`config.mk`:
```
export PLATFORM = sky130hd
export DESIGN_NAME = irq_nest_top
export DESIGN_NICKNAME = d
export VERILOG_FILES = /design/src/rtl/irq_nest_pkg.sv /design/src/rtl/irq_pend_reg.sv /design/src/rtl/irq_svc_reg.sv /design/src/rtl/irq_pick.sv /design/src/rtl/irq_nest_top.sv
export SDC_FILE = /design/constraint.sdc
export NUM_CORES = 1
export LEC_CHECK = 0
export CAP_MARGIN = 10
export CORE_ASPECT_RATIO = 1.75
export CORE_MARGIN = 4
export CORE_UTILIZATION = 55
export CTS_BUF_LIST = sky130_fd_sc_hd__clkbuf_4
export DETAILED_ROUTE_END_ITERATION = 12
export DONT_BUFFER_PORTS = 1
export GPL_TIMING_DRIVEN = 0
export PLACE_DENSITY = 0.7
export SLEW_MARGIN = 20
export SYNTH_ARGS = -nofsm -noshare
export SYNTH_HDL_FRONTEND = slang
export SYNTH_SLANG_ARGS = --single-unit
```
`constraint.sdc`:
```
create_clock -name clk -period 5.3 [get_ports clk]
set_clock_uncertainty 0.15 [all_clocks]
set_input_delay 0.53 -clock clk [delete_from_list [all_inputs] [get_ports clk]]
set_output_delay 0.53 -clock clk [all_outputs]
set_load 0.01 [all_outputs]
```
`src/rtl/irq_nest_pkg.sv`:
```
package irq_nest_pkg;

    localparam int NSRC   = 15;
    localparam int CODE_W = $clog2(NSRC + 1);
    localparam int ADDR_W = 2;

    typedef logic [NSRC-1:0]   src_vec_t;
    typedef logic [CODE_W-1:0] code_t;

    typedef enum logic [ADDR_W-1:0] {
        SEL_PEND = 2'd0,
        SEL_ENAB = 2'd1,
        SEL_SVC  = 2'd2,
        SEL_NONE = 2'd3
    } reg_sel_e;

    typedef struct packed {
        logic     valid;
        code_t    code;
        src_vec_t onehot;
    } pick_t;

    typedef struct packed {
        src_vec_t pend_clr;
        src_vec_t svc_clr;
        logic     enab_wr;
        src_vec_t enab_val;
    } sw_cmd_t;

    // Source code from priority position: highest position gets largest code.
    function automatic code_t code_of(input int idx);
        return code_t'(NSRC - idx);
    endfunction

    // Spread every in-service bit toward lower priority (higher index).
    function automatic src_vec_t block_spread(input src_vec_t svc);
        src_vec_t out;
        out[0] = svc[0];
        for (int i = 1; i < NSRC; i++) begin
            out[i] = out[i-1] | svc[i];
        end
        return out;
    endfunction

endpackage

```
`src/rtl/irq_pend_reg.sv`:
```
module irq_pend_reg
    import irq_nest_pkg::*;
(
    input  logic     clk,
    input  logic     rst,
    input  src_vec_t src_req,
    input  src_vec_t evt_en,
    input  src_vec_t sw_clr,
    input  src_vec_t ack_clr,
    output src_vec_t pend
);

    src_vec_t pend_q;
    src_vec_t pend_d;

    always_comb begin
        pend_d = ((pend_q & ~sw_clr & ~ack_clr) | src_req) & evt_en;
    end

    always_ff @(posedge clk) begin
        if (rst) pend_q <= '0;
        else     pend_q <= pend_d;
    end

    assign pend = pend_q;


    pend_capture_chk: assert property (@(posedge clk) disable iff (rst)
        ((src_req & evt_en) != '0) |=>
        ((pend & $past(src_req & evt_en)) == $past(src_req & evt_en)));


    evt_drop_chk: assert property (@(posedge clk) disable iff (rst)
        ((~evt_en) != '0) |=> ((pend & $past(~evt_en)) == '0));

endmodule

```
`src/rtl/irq_svc_reg.sv`:
```
module irq_svc_reg
    import irq_nest_pkg::*;
(
    input  logic     clk,
    input  logic     rst,
    input  src_vec_t sw_clr,
    input  src_vec_t ack_set,
    output src_vec_t svc
);

    src_vec_t svc_q;

    always_ff @(posedge clk) begin
        if (rst) svc_q <= '0;
        else     svc_q <= (svc_q & ~sw_clr) | ack_set;
    end

    assign svc = svc_q;


    svc_rise_chk: assert property (@(posedge clk) disable iff (rst)
        ((svc & ~$past(svc)) != '0) |-> ((svc & ~$past(svc)) == $past(ack_set)));

endmodule

```
`src/rtl/irq_pick.sv`:
```
module irq_pick
    import irq_nest_pkg::*;
(
    input  logic     clk,
    input  logic     rst,
    input  src_vec_t pend,
    input  src_vec_t enab,
    input  src_vec_t svc,
    output pick_t    pick
);

    src_vec_t blocked;
    src_vec_t elig;
    src_vec_t svc_top;

    always_comb begin
        blocked = block_spread(svc);
        elig    = pend & enab & ~blocked;
    end

    // Lowest index wins: scan from the bottom, later (higher) hits overwrite.
    always_comb begin
        pick = '0;
        for (int i = NSRC - 1; i >= 0; i--) begin
            if (elig[i]) begin
                pick.valid  = 1'b1;
                pick.code   = code_of(i);
                pick.onehot = src_vec_t'(1) << i;
            end
        end
    end

    assign svc_top = svc & (~svc + src_vec_t'(1));


    grant_onehot_chk: assert property (@(posedge clk) disable iff (rst)
        $onehot0(pick.onehot));


    req_source_chk: assert property (@(posedge clk) disable iff (rst)
        pick.valid |-> (((pend & enab) != '0) && (pick.code != '0)));


    nest_order_chk: assert property (@(posedge clk) disable iff (rst)
        (pick.valid && (svc != '0)) |-> (pick.onehot < svc_top));

endmodule

```
`src/rtl/irq_nest_top.sv`:
```
module irq_nest_top
    import irq_nest_pkg::*;
(
    input  logic        clk,
    input  logic        rst,
    input  logic [14:0] src_req,
    input  logic [14:0] evt_en,
    input  logic        ack_i,
    output logic        req_o,
    output logic [4:0]  vec_code_o,
    input  logic        wr_en,
    input  logic [1:0]  wr_addr,
    input  logic [14:0] wr_data,
    input  logic [1:0]  rd_addr,
    output logic [14:0] rd_data
);

    sw_cmd_t  cmd;
    src_vec_t pend;
    src_vec_t svc;
    src_vec_t enab_q;
    src_vec_t ack_hit;
    pick_t    pick;

    always_comb begin
        cmd = '0;
        if (wr_en) begin
            unique case (reg_sel_e'(wr_addr))
                SEL_PEND: cmd.pend_clr = wr_data;
                SEL_SVC:  cmd.svc_clr  = wr_data;
                SEL_ENAB: begin
                    cmd.enab_wr  = 1'b1;
                    cmd.enab_val = wr_data;
                end
                default: ;
            endcase
        end
    end

    always_ff @(posedge clk) begin
        if (rst)              enab_q <= '0;
        else if (cmd.enab_wr) enab_q <= cmd.enab_val;
    end

    assign ack_hit = (ack_i && pick.valid) ? pick.onehot : '0;

    irq_pend_reg u_pend (
        .clk     (clk),
        .rst     (rst),
        .src_req (src_req),
        .evt_en  (evt_en),
        .sw_clr  (cmd.pend_clr),
        .ack_clr (ack_hit),
        .pend    (pend)
    );

    irq_svc_reg u_svc (
        .clk     (clk),
        .rst     (rst),
        .sw_clr  (cmd.svc_clr),
        .ack_set (ack_hit),
        .svc     (svc)
    );

    irq_pick u_pick (
        .clk  (clk),
        .rst  (rst),
        .pend (pend),
        .enab (enab_q),
        .svc  (svc),
        .pick (pick)
    );

    assign req_o      = pick.valid;
    assign vec_code_o = pick.valid ? pick.code : '0;

    always_comb begin
        unique case (reg_sel_e'(rd_addr))
            SEL_PEND: rd_data = pend;
            SEL_ENAB: rd_data = enab_q;
            SEL_SVC:  rd_data = svc;
            default:  rd_data = '0;
        endcase
    end


    idle_ack_chk: assert property (@(posedge clk) disable iff (rst)
        (ack_i && !req_o && !wr_en) |=> (svc == $past(svc)));


    ack_take_chk: assert property (@(posedge clk) disable iff (rst)
        (ack_i && req_o && !wr_en) |=> ((svc & $past(pick.onehot)) != '0));

endmodule

```
* Word level (Yosys, flattened, before mapping)
Cells that the tools add are included.
** Storage, ports and cells
- Input bits :: 53
- Bits in registers :: 45
- Logic and storage cells :: 58
** Operators by class
- Multiplexer cells :: 22
- Bitwise gates (word level) :: 26
- Equality and inequality tests :: 4
- Reductions and logical operators :: 3
** Operators with widths (count)
- 20-bit 2-to-1 mux :: 15
- 15-bit AND :: 6
- 15-bit NOT :: 4
- 46-bit 2-to-1 mux :: 1
- 15-bit 2-to-1 mux :: 3
- 15-bit one-hot mux with 3 select lines :: 1
- 15-bit bitwise OR :: 2
- 16-bit 2-to-1 mux :: 1
- 1-bit bitwise OR :: 14
- 2-bit by 1-bit == test with 1-bit output, second input constant :: 2
- 2-bit == test, second input constant :: 2
- 2-bit logical NOT :: 2
- 4-bit 2-to-1 mux :: 1
- 1-bit logical AND :: 1

* Longest topological paths before layout
Gate-level depths: netlist of the first run.
- Depth after elaboration :: 37
- Gate-level depth with buffers :: 6
- Gate-level depth less buffers :: 5

* By module
A second synthesis of the first run with hierarchy kept.
** Second synthesis, totals
- Cell total of the unflattened synthesis :: 353
- Area, all modules :: 3029.2 um^2
** By module, submodules not included
- irq_nest_top :: cells an instance 160, area each 1367.6 um^2, instances 1
- irq_pend_reg :: cells an instance 47, area each 578.1 um^2, instances 1
- irq_pick :: cells an instance 85, area each 546.8 um^2, instances 1
- irq_svc_reg :: cells an instance 61, area each 536.8 um^2, instances 1

* Least setup slack after synthesis of the first run
OpenSTA, ideal clock, no wires.
- Path type :: input port to output port
- Start point :: input rd_addr[0]
- End point :: output rd_data[0]
- Stages on the path :: 4
- Data required time :: 4.620 ns
- Path slack :: 3.024 ns
- Arrival :: 1.596 ns
- Cell sequence :: buf_2 > buf_1 > mux2i_1 > o21ai_0
** On the way
- Cells in the longest elaborated chain, start to end :: 2
- Elaborated cells on any way between the ends :: 4
** Ends and longest elaborated chain
- from (decl) :: RTL line irq_nest_top.sv:14 : input logic [1:0] rd_addr,
- 2-bit == test, or another cell as far along :: RTL line irq_nest_top.sv:78 : unique case (reg_sel_e'(rd_addr))
- 15-bit one-hot mux with 3 select lines (*) :: RTL line irq_nest_top.sv:78
- to (decl) :: RTL line irq_nest_top.sv:15 : output logic [14:0] rd_data
Every way passes the cells marked *; elsewhere a longest branch is shown, timed or not.

* Final worst setup path of the first run
- Start point :: register u_svc.svc_q[11], in the netlist u_svc.svc[11]
- End point :: output vec_code_o[1]
** On the way
- Cells in the longest elaborated chain, start to end :: 22
** Ends and longest elaborated chain
- from (decl) :: RTL line irq_svc_reg.sv:11 : src_vec_t svc_q;
- from (signal assigned) :: RTL line irq_svc_reg.sv:15 : else svc_q <= (svc_q & ~sw_clr) | ack_set;
- 1-bit bitwise OR (*) :: RTL line irq_nest_pkg.sv:40 : out[i] = out[i-1] | svc[i];
- 1-bit bitwise OR (3 in a row) :: RTL line irq_nest_pkg.sv:40
- 15-bit NOT (*) :: RTL line irq_pick.sv:18 : elig = pend & enab & ~blocked;
- 15-bit AND (*) :: RTL line irq_pick.sv:18
- 20-bit 2-to-1 mux (3 in a row) :: RTL line irq_pick.sv:25 : if (elig[i]) begin
- 20-bit 2-to-1 mux (*) (12 in a row) :: RTL line irq_pick.sv:25
- 4-bit 2-to-1 mux (*) :: RTL line irq_nest_top.sv:75 : assign vec_code_o = pick.valid ? pick.code : '0;
- to (decl) :: RTL line irq_nest_top.sv:10 : output logic [4:0] vec_code_o,
Marked as above.

==> run metrics, run 1 <==
run status=complete, no violations; reg-to-reg critical path endpoint=u_pend.pend[13]$_SDFF_PP0_; share of layout cells above drive strength 1=5.495%; clock-pin slew of the registers on the worst-case setup and hold paths=0.14 ns; Crit path required time=4.62 ns; number of buffers between clock root and the deepest sink=2; detailed-route wire length=7938 um; Crit. Startpoint=u_svc.svc[11]$_SDFF_PP0_; number of synthesized flops with an enable pin=0; startpoint kind of the worst setup timing path=flip-flop; Crit Path Category=reg2out; non-filler cells in the finished layout=416; dpl hpwl=5971 um; total power per unit cell area=218.3 nW/um^2; Hold Path Sink=u_pend.pend[13]$_SDFF_PP0_; number of rows created at floorplan=33; nets=417; RD Place Congestion=0.9121; Worst setup EP type=primary output; Final Hold Viols=0; Final Core Density=58.81%; num ports=74; WL/cell=19.08 um; share of the yosys chip area belonging to registers=34.25%; post-detailed-route via-to-cell ratio=6.274; Worst Hold Depth=2; master cell of the clock root buffer=sky130_fd_sc_hd__clkbuf_4; floorplan die height=99.48 um; number of antenna repair diodes=0; data arrival time of the critical path=2.37 ns; area of all placed cells without fillers=2744 um^2; # DRC=0; vias in the first global route=2570; post-cts hold buffer count=0; TritonCTS Buffers=5; Post-CTS Repair Setup Buffers=0; slew at the pin closest to its max-slew limit=1.030 ns; synthesized area divided by synthesized cell count=7.367 um^2; number of antenna-violating nets in the routed design=0; gr usage total=27.10%; area of placed instances=2695 um^2; CTS tree=built; IR drop worst, VDD=0.1439 mV; dominant register cell in the synthesized netlist=sky130_fd_sc_hd__dfxtp_1; Post-Synthesis Cell Area=2630 um^2; Max-slew headroom=31.17%; number of nets in the synthesized netlist=410; Max-cap violations=0; maximum number of pins on one net before global-route repair=13; setup repair after global routing missed its margin=false; origin of the critical flop-to-flop path=u_svc.svc[0]$_SDFF_PP0_; synthesis-stage register bit count=45; setup tns final=0 ns; total die area=5996 um^2; post-CTS sizing=0; CP max FO=6; worst setup margin=2.248 ns; Layout area overhead=4.329%; slack of the worst reg-to-reg path=3.18 ns; filler cell count=499; first-pass GRT wire length=12240 um; Die Wd=60.28 um; most used cells in the layout excluding fill and tap cells=sky130_fd_sc_hd__nand2_1 (108), sky130_fd_sc_hd__dfxtp_1 (45), sky130_fd_sc_hd__a21oi_1 (33); Yosys warnings=0; initial detailed-routing violation count=130; effective utilization at floorplan=56.37%; clock network latency to the later pin of the worst-skew pair=0.36 ns; P_leak=1.041 nW; post-route minimum period=3.052 ns; worst hold path type=in2reg; startpoint of the tightest hold check path=evt_en[13]; Period Utilization, post-route=57.59%; Final setup viols=0; number of vias in the routed layout=2610; number of max-slew violations in the final report=0; worst reg2reg path depth=5; most common cell after layout, fill and taps aside=sky130_fd_sc_hd__nand2_1; remaining global-route overflow=0; total area of multi-input combinational cells=1623 um^2; Reg area=900.9 um^2; number of I/O port buffers=0; Post-Place Cells=409; depth of the CTS H-tree=2; drt pass-1 iters=4; instance count of the mapped netlist=357; area of the core=4666 um^2; count of cell types in the netlist=52; number of antenna violations at the first check in global routing=0; CTS sink count=45; fraction of synthesis flops using an asynchronous set or reset pin=0%; maximum frequency from static timing analysis=327.7 MHz; placement-stage worst setup slack=2.694 ns
## state kept, by name, indices dropped and copies added (netlist names)
name / count
enab_q: 15
u_pend.pend: 15
u_svc.svc: 15
## logic make-up (layout without fill, tap and decap cells)
group / after synthesis / count (layout) / synth area share (%)
AOI/OAI and AO/OA: 90 / 90 / 21.36
buffers and inverters: 24 / 31 / 4.043
DFF: 45 / 45 / 34.25
muxes: 15 / 15 / 5.709
other: 1 / 1 / 0.1426
and+or+nand+nor: 182 / 182 / 34.49
## cells in the mapped netlist (all sizes together) (2+ instances only)
library cell / number / area share (%)
o21ai: 22 / 4.2
and4: 2 / 0.67
nand3: 8 / 1.7
a32o: 3 / 1.1
nor3b: 5 / 1.4
a21oi: 33 / 6.3
o41ai: 2 / 0.67
and2: 6 / 1.4
nand2: 108 / 15
dfxtp: 45 / 34
a41o: 2 / 0.81
a21boi: 4 / 1.1
buf: 5 / 1.3
mux2i: 15 / 5.7
nand3b: 7 / 2.0
inv: 6 / 0.86
o2bb2ai: 2 / 0.67
a31oi: 8 / 1.9
a21o: 2 / 0.57
a211oi: 3 / 0.86
clkbuf: 12 / 1.7
nor4: 4 / 2.0
o211ai: 3 / 0.86
nor2: 10 / 1.4
nor3: 5 / 0.95
nand4b: 2 / 0.67
and3: 4 / 1.0
nor2b: 2 / 0.48
nand4: 5 / 1.2
nand2b: 4 / 0.95
and3b: 4 / 1.3
or3: 2 / 0.48
## stage by stage
step                      hold slack (ns)  power [mW]
after floorplan                    0.2945      0.4198
after global placement             0.3073      0.4397
after detailed placement           0.3172      0.4415
after CTS                          0.1181      0.6003
after global routing               0.1162      0.6246
final                              0.1215      0.5989
## cell type report
class	instances	share of cell area [%]
clock inverter	1	0.1368
multi-input combinational	288	59.14
clock buffer	6	1.642
sequential	45	32.83
inverter	7	0.9576
buffer	17	2.918
tap	52	2.371
## layer usage
metal	share of wire, %	wire length [um]	vias to the layer above	GRT usage, %
li1	-	-	1276	-
met2	55	4328	80	49.33
met5	0	0	-	0
met4	1.9	151	0	10.58
met1	37	2963	1239	29.31
met3	6.2	495	15	5.195
## how the worst max path moves through the flow
stage | end | slack, ns | cells past startpoint
after floorplan | rd_data[0] | 3.02 | 4
after global placement | rd_data[6] | 2.70 | 5
after detailed placement | rd_data[5] | 2.69 | 4
after CTS | vec_code_o[1] | 2.32 | 5
after global routing | vec_code_o[1] | 2.08 | 5
final | vec_code_o[1] | 2.25 | 5
## report_power, final
part	switching, mW	internal, mW
sequential	0.00853	0.348
combinational	0.0499	0.0272
clock	0.111	0.0536
## critical path: stages (launching register included)
cell and delay [ns]:
sky130_fd_sc_hd__dfxtp_1 0.39, sky130_fd_sc_hd__nor4bb_1 0.80, sky130_fd_sc_hd__a31oi_1 0.12, sky130_fd_sc_hd__nor3_1 0.23, sky130_fd_sc_hd__a21oi_1 0.06, sky130_fd_sc_hd__o21ai_0 0.41
(Power assumes the default switching activity.)
==> run 2, diff against run 1 <==
ABC_AREA = 1   (was not set)
clock period = 2.9 ns   (was 5.3 ns; I/O delays follow)
==> run metrics, run 2 <==
run status=complete, no violations; non-filler cells in the finished layout=494; reg-to-reg critical path endpoint=u_pend.pend[14]$_SDFF_PP0_; sequential share of power=55.5%; Post-Synthesis Cell Area=2549 um^2; most common cell after layout, fill and taps aside=sky130_fd_sc_hd__nand2_1; RD Place Congestion=0.8929; maximum number of pins on one net before global-route repair=13; Post-Place Cells=437; area share of the largest cell type after synthesis=35.35%; Final Core Density=72.10%; Crit path required time=2.46 ns; area of placed instances=2613 um^2; detailed-route wire length=8830 um; dpl hpwl=6122 um; Compound-Gate Fraction of Synth Area=22.97%; worst reg2reg path depth=15; IR drop worst, VDD=0.4440 mV; Period Utilization, post-route=98.38%; CTS tree=built; clock-pin slew of the registers on the worst-case setup and hold paths=0.12 ns; met1 Track Usage GR=32.03%; Final setup viols=0; net load switching power=0.3486 mW; number of I/O port buffers=0; setup repair after global routing missed its margin=true; worst hold path type=in2reg; post-route minimum period=2.853 ns; depth of the critical timing path with buffers and inverters included=17; Global Route met3 Usage=6.481%; setup tns final=0 ns; switch share=29.63%; total die area=5830 um^2; synthesized-area fraction occupied by xor and xnor cells=0%; Die Wd=59.46 um; data arrival time of the critical path=2.41 ns; number of rows created at floorplan=32; effective utilization at floorplan=57.35%; count of cell types in the netlist=25; Crit. Startpoint=u_svc.svc[0]$_SDFF_PP0_; number of buffers between clock root and the deepest sink=2; area of the core=4444 um^2; slack of the worst reg-to-reg path=0.15 ns; number of antenna-violating nets in the routed design=0; worst path cell trace=nor2_4 -> nand4_4 -> nor2_4 -> nand4_4 -> nor2_4 -> nand4_4 -> nor2_4 -> nand3_2 -> nand2_1 -> nand2_1 -> nand2_1 -> nand2_1 -> nand2_1 -> nand2_1 -> nand2_1 -> nand2_1 -> a21oi_2; startpoint kind of the worst setup timing path=flip-flop; first-pass GRT wire length=13760 um; vias in the first global route=2905; combinational cell fraction of total power=19.2%; post-detailed-route via-to-cell ratio=5.836; slew at the pin closest to its max-slew limit=0.7265 ns; area of all placed cells without fillers=3204 um^2; Yosys warnings=0; Crit Path Category=reg2out; CP max FO=4; Worst setup EP type=primary output; clock network latency to the later pin of the worst-skew pair=0.36 ns; num ports=74; number of vias in the routed layout=2883; total power per unit cell area=367.2 nW/um^2; gr usage total=31.26%; biggest area contributors in the synthesized netlist=sky130_fd_sc_hd__dfxtp_1 (35%), sky130_fd_sc_hd__nand2_1 (12%), sky130_fd_sc_hd__inv_1 (8.7%), sky130_fd_sc_hd__a21oi_1 (7.9%), sky130_fd_sc_hd__o21ai_0 (6.5%); most numerous cell in the Yosys netlist=sky130_fd_sc_hd__nand2_1; share of the yosys chip area belonging to registers=35.35%; # DRC=0; total buffers and inverters traversed by the critical path=0; leading post-synthesis cells by instance count=sky130_fd_sc_hd__nand2_1 (83), sky130_fd_sc_hd__inv_1 (59), sky130_fd_sc_hd__dfxtp_1 (45); maximum frequency from static timing analysis=350.5 MHz; critical-path cell with the highest stage delay=sky130_fd_sc_hd__dfxtp_2; number of antenna repair diodes=0; Max-cap violations=0; number of max-slew violations in the final report=0; dominant register cell in the synthesized netlist=sky130_fd_sc_hd__dfxtp_1; critical path's largest stage delay=0.37 ns; Crit path top cell by count=sky130_fd_sc_hd__nand2_1; worst hold slack across all endpoints=0.01933 ns; main combinational cell family by area after synthesis=simple AND/OR/NAND/NOR gates; origin of the critical flop-to-flop path=u_svc.svc[0]$_SDFF_PP0_; CP delay by family, top=simple AND/OR/NAND/NOR gates; floorplan die height=98.05 um; area fraction in and, or, nand and nor cells after synthesis=29.80%; fraction of synthesis flops using an asynchronous set or reset pin=0%; mux share of post-synthesis cell area=0%; instance count of the mapped netlist=386; GRT busiest layer=met2; WL/cell=17.87 um; number of nets in the synthesized netlist=439; number of synthesized flops with an enable pin=0; adder-cell area share of the yosys netlist=0%; design internal power=0.8280 mW; Final Hold Viols=0; filler cell count=397; drt pass-1 iters=4; Layout area overhead=25.72%; clock network power share=25.2%; P_leak=1.288 nW; master cell of the clock root buffer=sky130_fd_sc_hd__clkbuf_4; Max-slew headroom=51.57%; TritonCTS Buffers=5; top cell type by total area after synthesis=sky130_fd_sc_hd__dfxtp_1; depth of the CTS H-tree=2; synthesized area divided by synthesized cell count=6.603 um^2; CTS sink count=45; M2 GR Usage=56.53%; remaining global-route overflow=0; share of layout cells above drive strength 1=7.901%; number of antenna violations at the first check in global routing=0; critical path endpoint=vec_code_o[0]; nets=496; most used cells in the layout excluding fill and tap cells=sky130_fd_sc_hd__nand2_1 (83), sky130_fd_sc_hd__inv_1 (58), sky130_fd_sc_hd__dlygate4sd3_1 (46); synthesis-stage register bit count=45; initial detailed-routing violation count=182
==> run 2: cell count changes after synthesis, sizes merged, moves of 5 or more <==
cell    before  now
nand3        8   25
o221ai       0   15
a21oi       33   40
a31oi        8   13
nand3b       7    1
clkbuf      12   17
nand2      108   85
o21ai       22   33
nor2        10   28
and2         6    0
inv          6   60
nor3         5   10
mux2i       15    0
==> run 2: worst min path at each step <==
stage                 from                         end  slack, ns  cells after the start
2_1_floorplan  src_req[14]  u_pend.pend[14]$_SDFF_PP0_       0.26                      2
3_3_place_gp    src_req[4]   u_pend.pend[4]$_SDFF_PP0_       0.26                      2
3_5_place_dp    src_req[7]   u_pend.pend[7]$_SDFF_PP0_       0.27                      2
4_1_cts         wr_data[6]   u_pend.pend[6]$_SDFF_PP0_       0.01                      3
5_1_grt         wr_data[6]   u_pend.pend[6]$_SDFF_PP0_       0.02                      3
6_report       wr_data[11]  u_pend.pend[11]$_SDFF_PP0_       0.02                      3
==> run 2: final cells by class <==
| class | instances | area, um^2 | area share [%] |
|---|---|---|---|
| inverters | 60 | 227.7 | 7.107 |
| clock buffers | 6 | 45.04 | 1.406 |
| well taps | 51 | 63.81 | 1.991 |
| plain buffers | 18 | 71.32 | 2.226 |
| clock inverters | 1 | 3.754 | 0.1171 |
| repair buffers | 50 | 490.5 | 15.31 |
| flip-flops and latches | 45 | 903.4 | 28.19 |
| multi-input cells | 263 | 1399 | 43.65 |
==> run 2: repair_timing <==
item / in CTS / in global routing
hold buffers: 46 / 0
resized for setup: 6 / 7
pin swaps: 4 / 8
endpoints found under the hold margin: 32 / 0
endpoints found under the setup margin: 2 / 4
buffers inserted: 1 / 3
==> run 2: power by group through the flow <==
| stage | registers, mW | logic, mW | clock network, mW |
|---|---|---|---|
| finish | 0.654 | 0.226 | 0.297 |
| global route | 0.656 | 0.248 | 0.320 |
| CTS | 0.653 | 0.219 | 0.299 |
| detailed placement | 0.667 | 0.166 | 0 |
| global placement | 0.666 | 0.163 | 0 |
| floorplan | 0.663 | 0.123 | 0 |
==> run 2: worst reg2reg max path: stages (launching register included) <==
cell,delay (ns)
sky130_fd_sc_hd__dfxtp_2,0.39
sky130_fd_sc_hd__nor2_4,0.06
sky130_fd_sc_hd__buf_4,0.14
sky130_fd_sc_hd__nand3_1,0.10
sky130_fd_sc_hd__nand2_1,0.10
sky130_fd_sc_hd__inv_1,0.11
sky130_fd_sc_hd__nand2_1,0.08
sky130_fd_sc_hd__inv_1,0.10
sky130_fd_sc_hd__nand2_1,0.11
sky130_fd_sc_hd__nor2_2,0.13
sky130_fd_sc_hd__nand2_1,0.10
sky130_fd_sc_hd__nor2_4,0.16
sky130_fd_sc_hd__nand3b_1,0.15
sky130_fd_sc_hd__a21oi_2,0.16
sky130_fd_sc_hd__nor2_1,0.06
sky130_fd_sc_hd__dlygate4sd3_1,0.55
==> run 2: logic make-up (layout without fill, tap and decap cells) <==
logic type / Yosys count / count (layout)
AOI/OAI and AO/OA: 102 / 102
DFF: 45 / 45
buffers and inverters: 78 / 135
other: 1 / 1
and+or+nand+nor: 160 / 160
==> run 2: metrics by stage <==
stage,power (mW),worst slack [ns]
floorplan,0.7859,0.6317
global placement,0.8296,0.2588
detailed placement,0.8328,0.2547
CTS,1.171,0.002583
global route,1.223,-0.1288
finish,1.177,0.04705
==> run 2: metal layers <==
metal	vias to the layer above	wire length, um
met5	-	0
met3	29	657
met1	1327	3024
met2	128	4846
met4	0	301
li1	1399	-
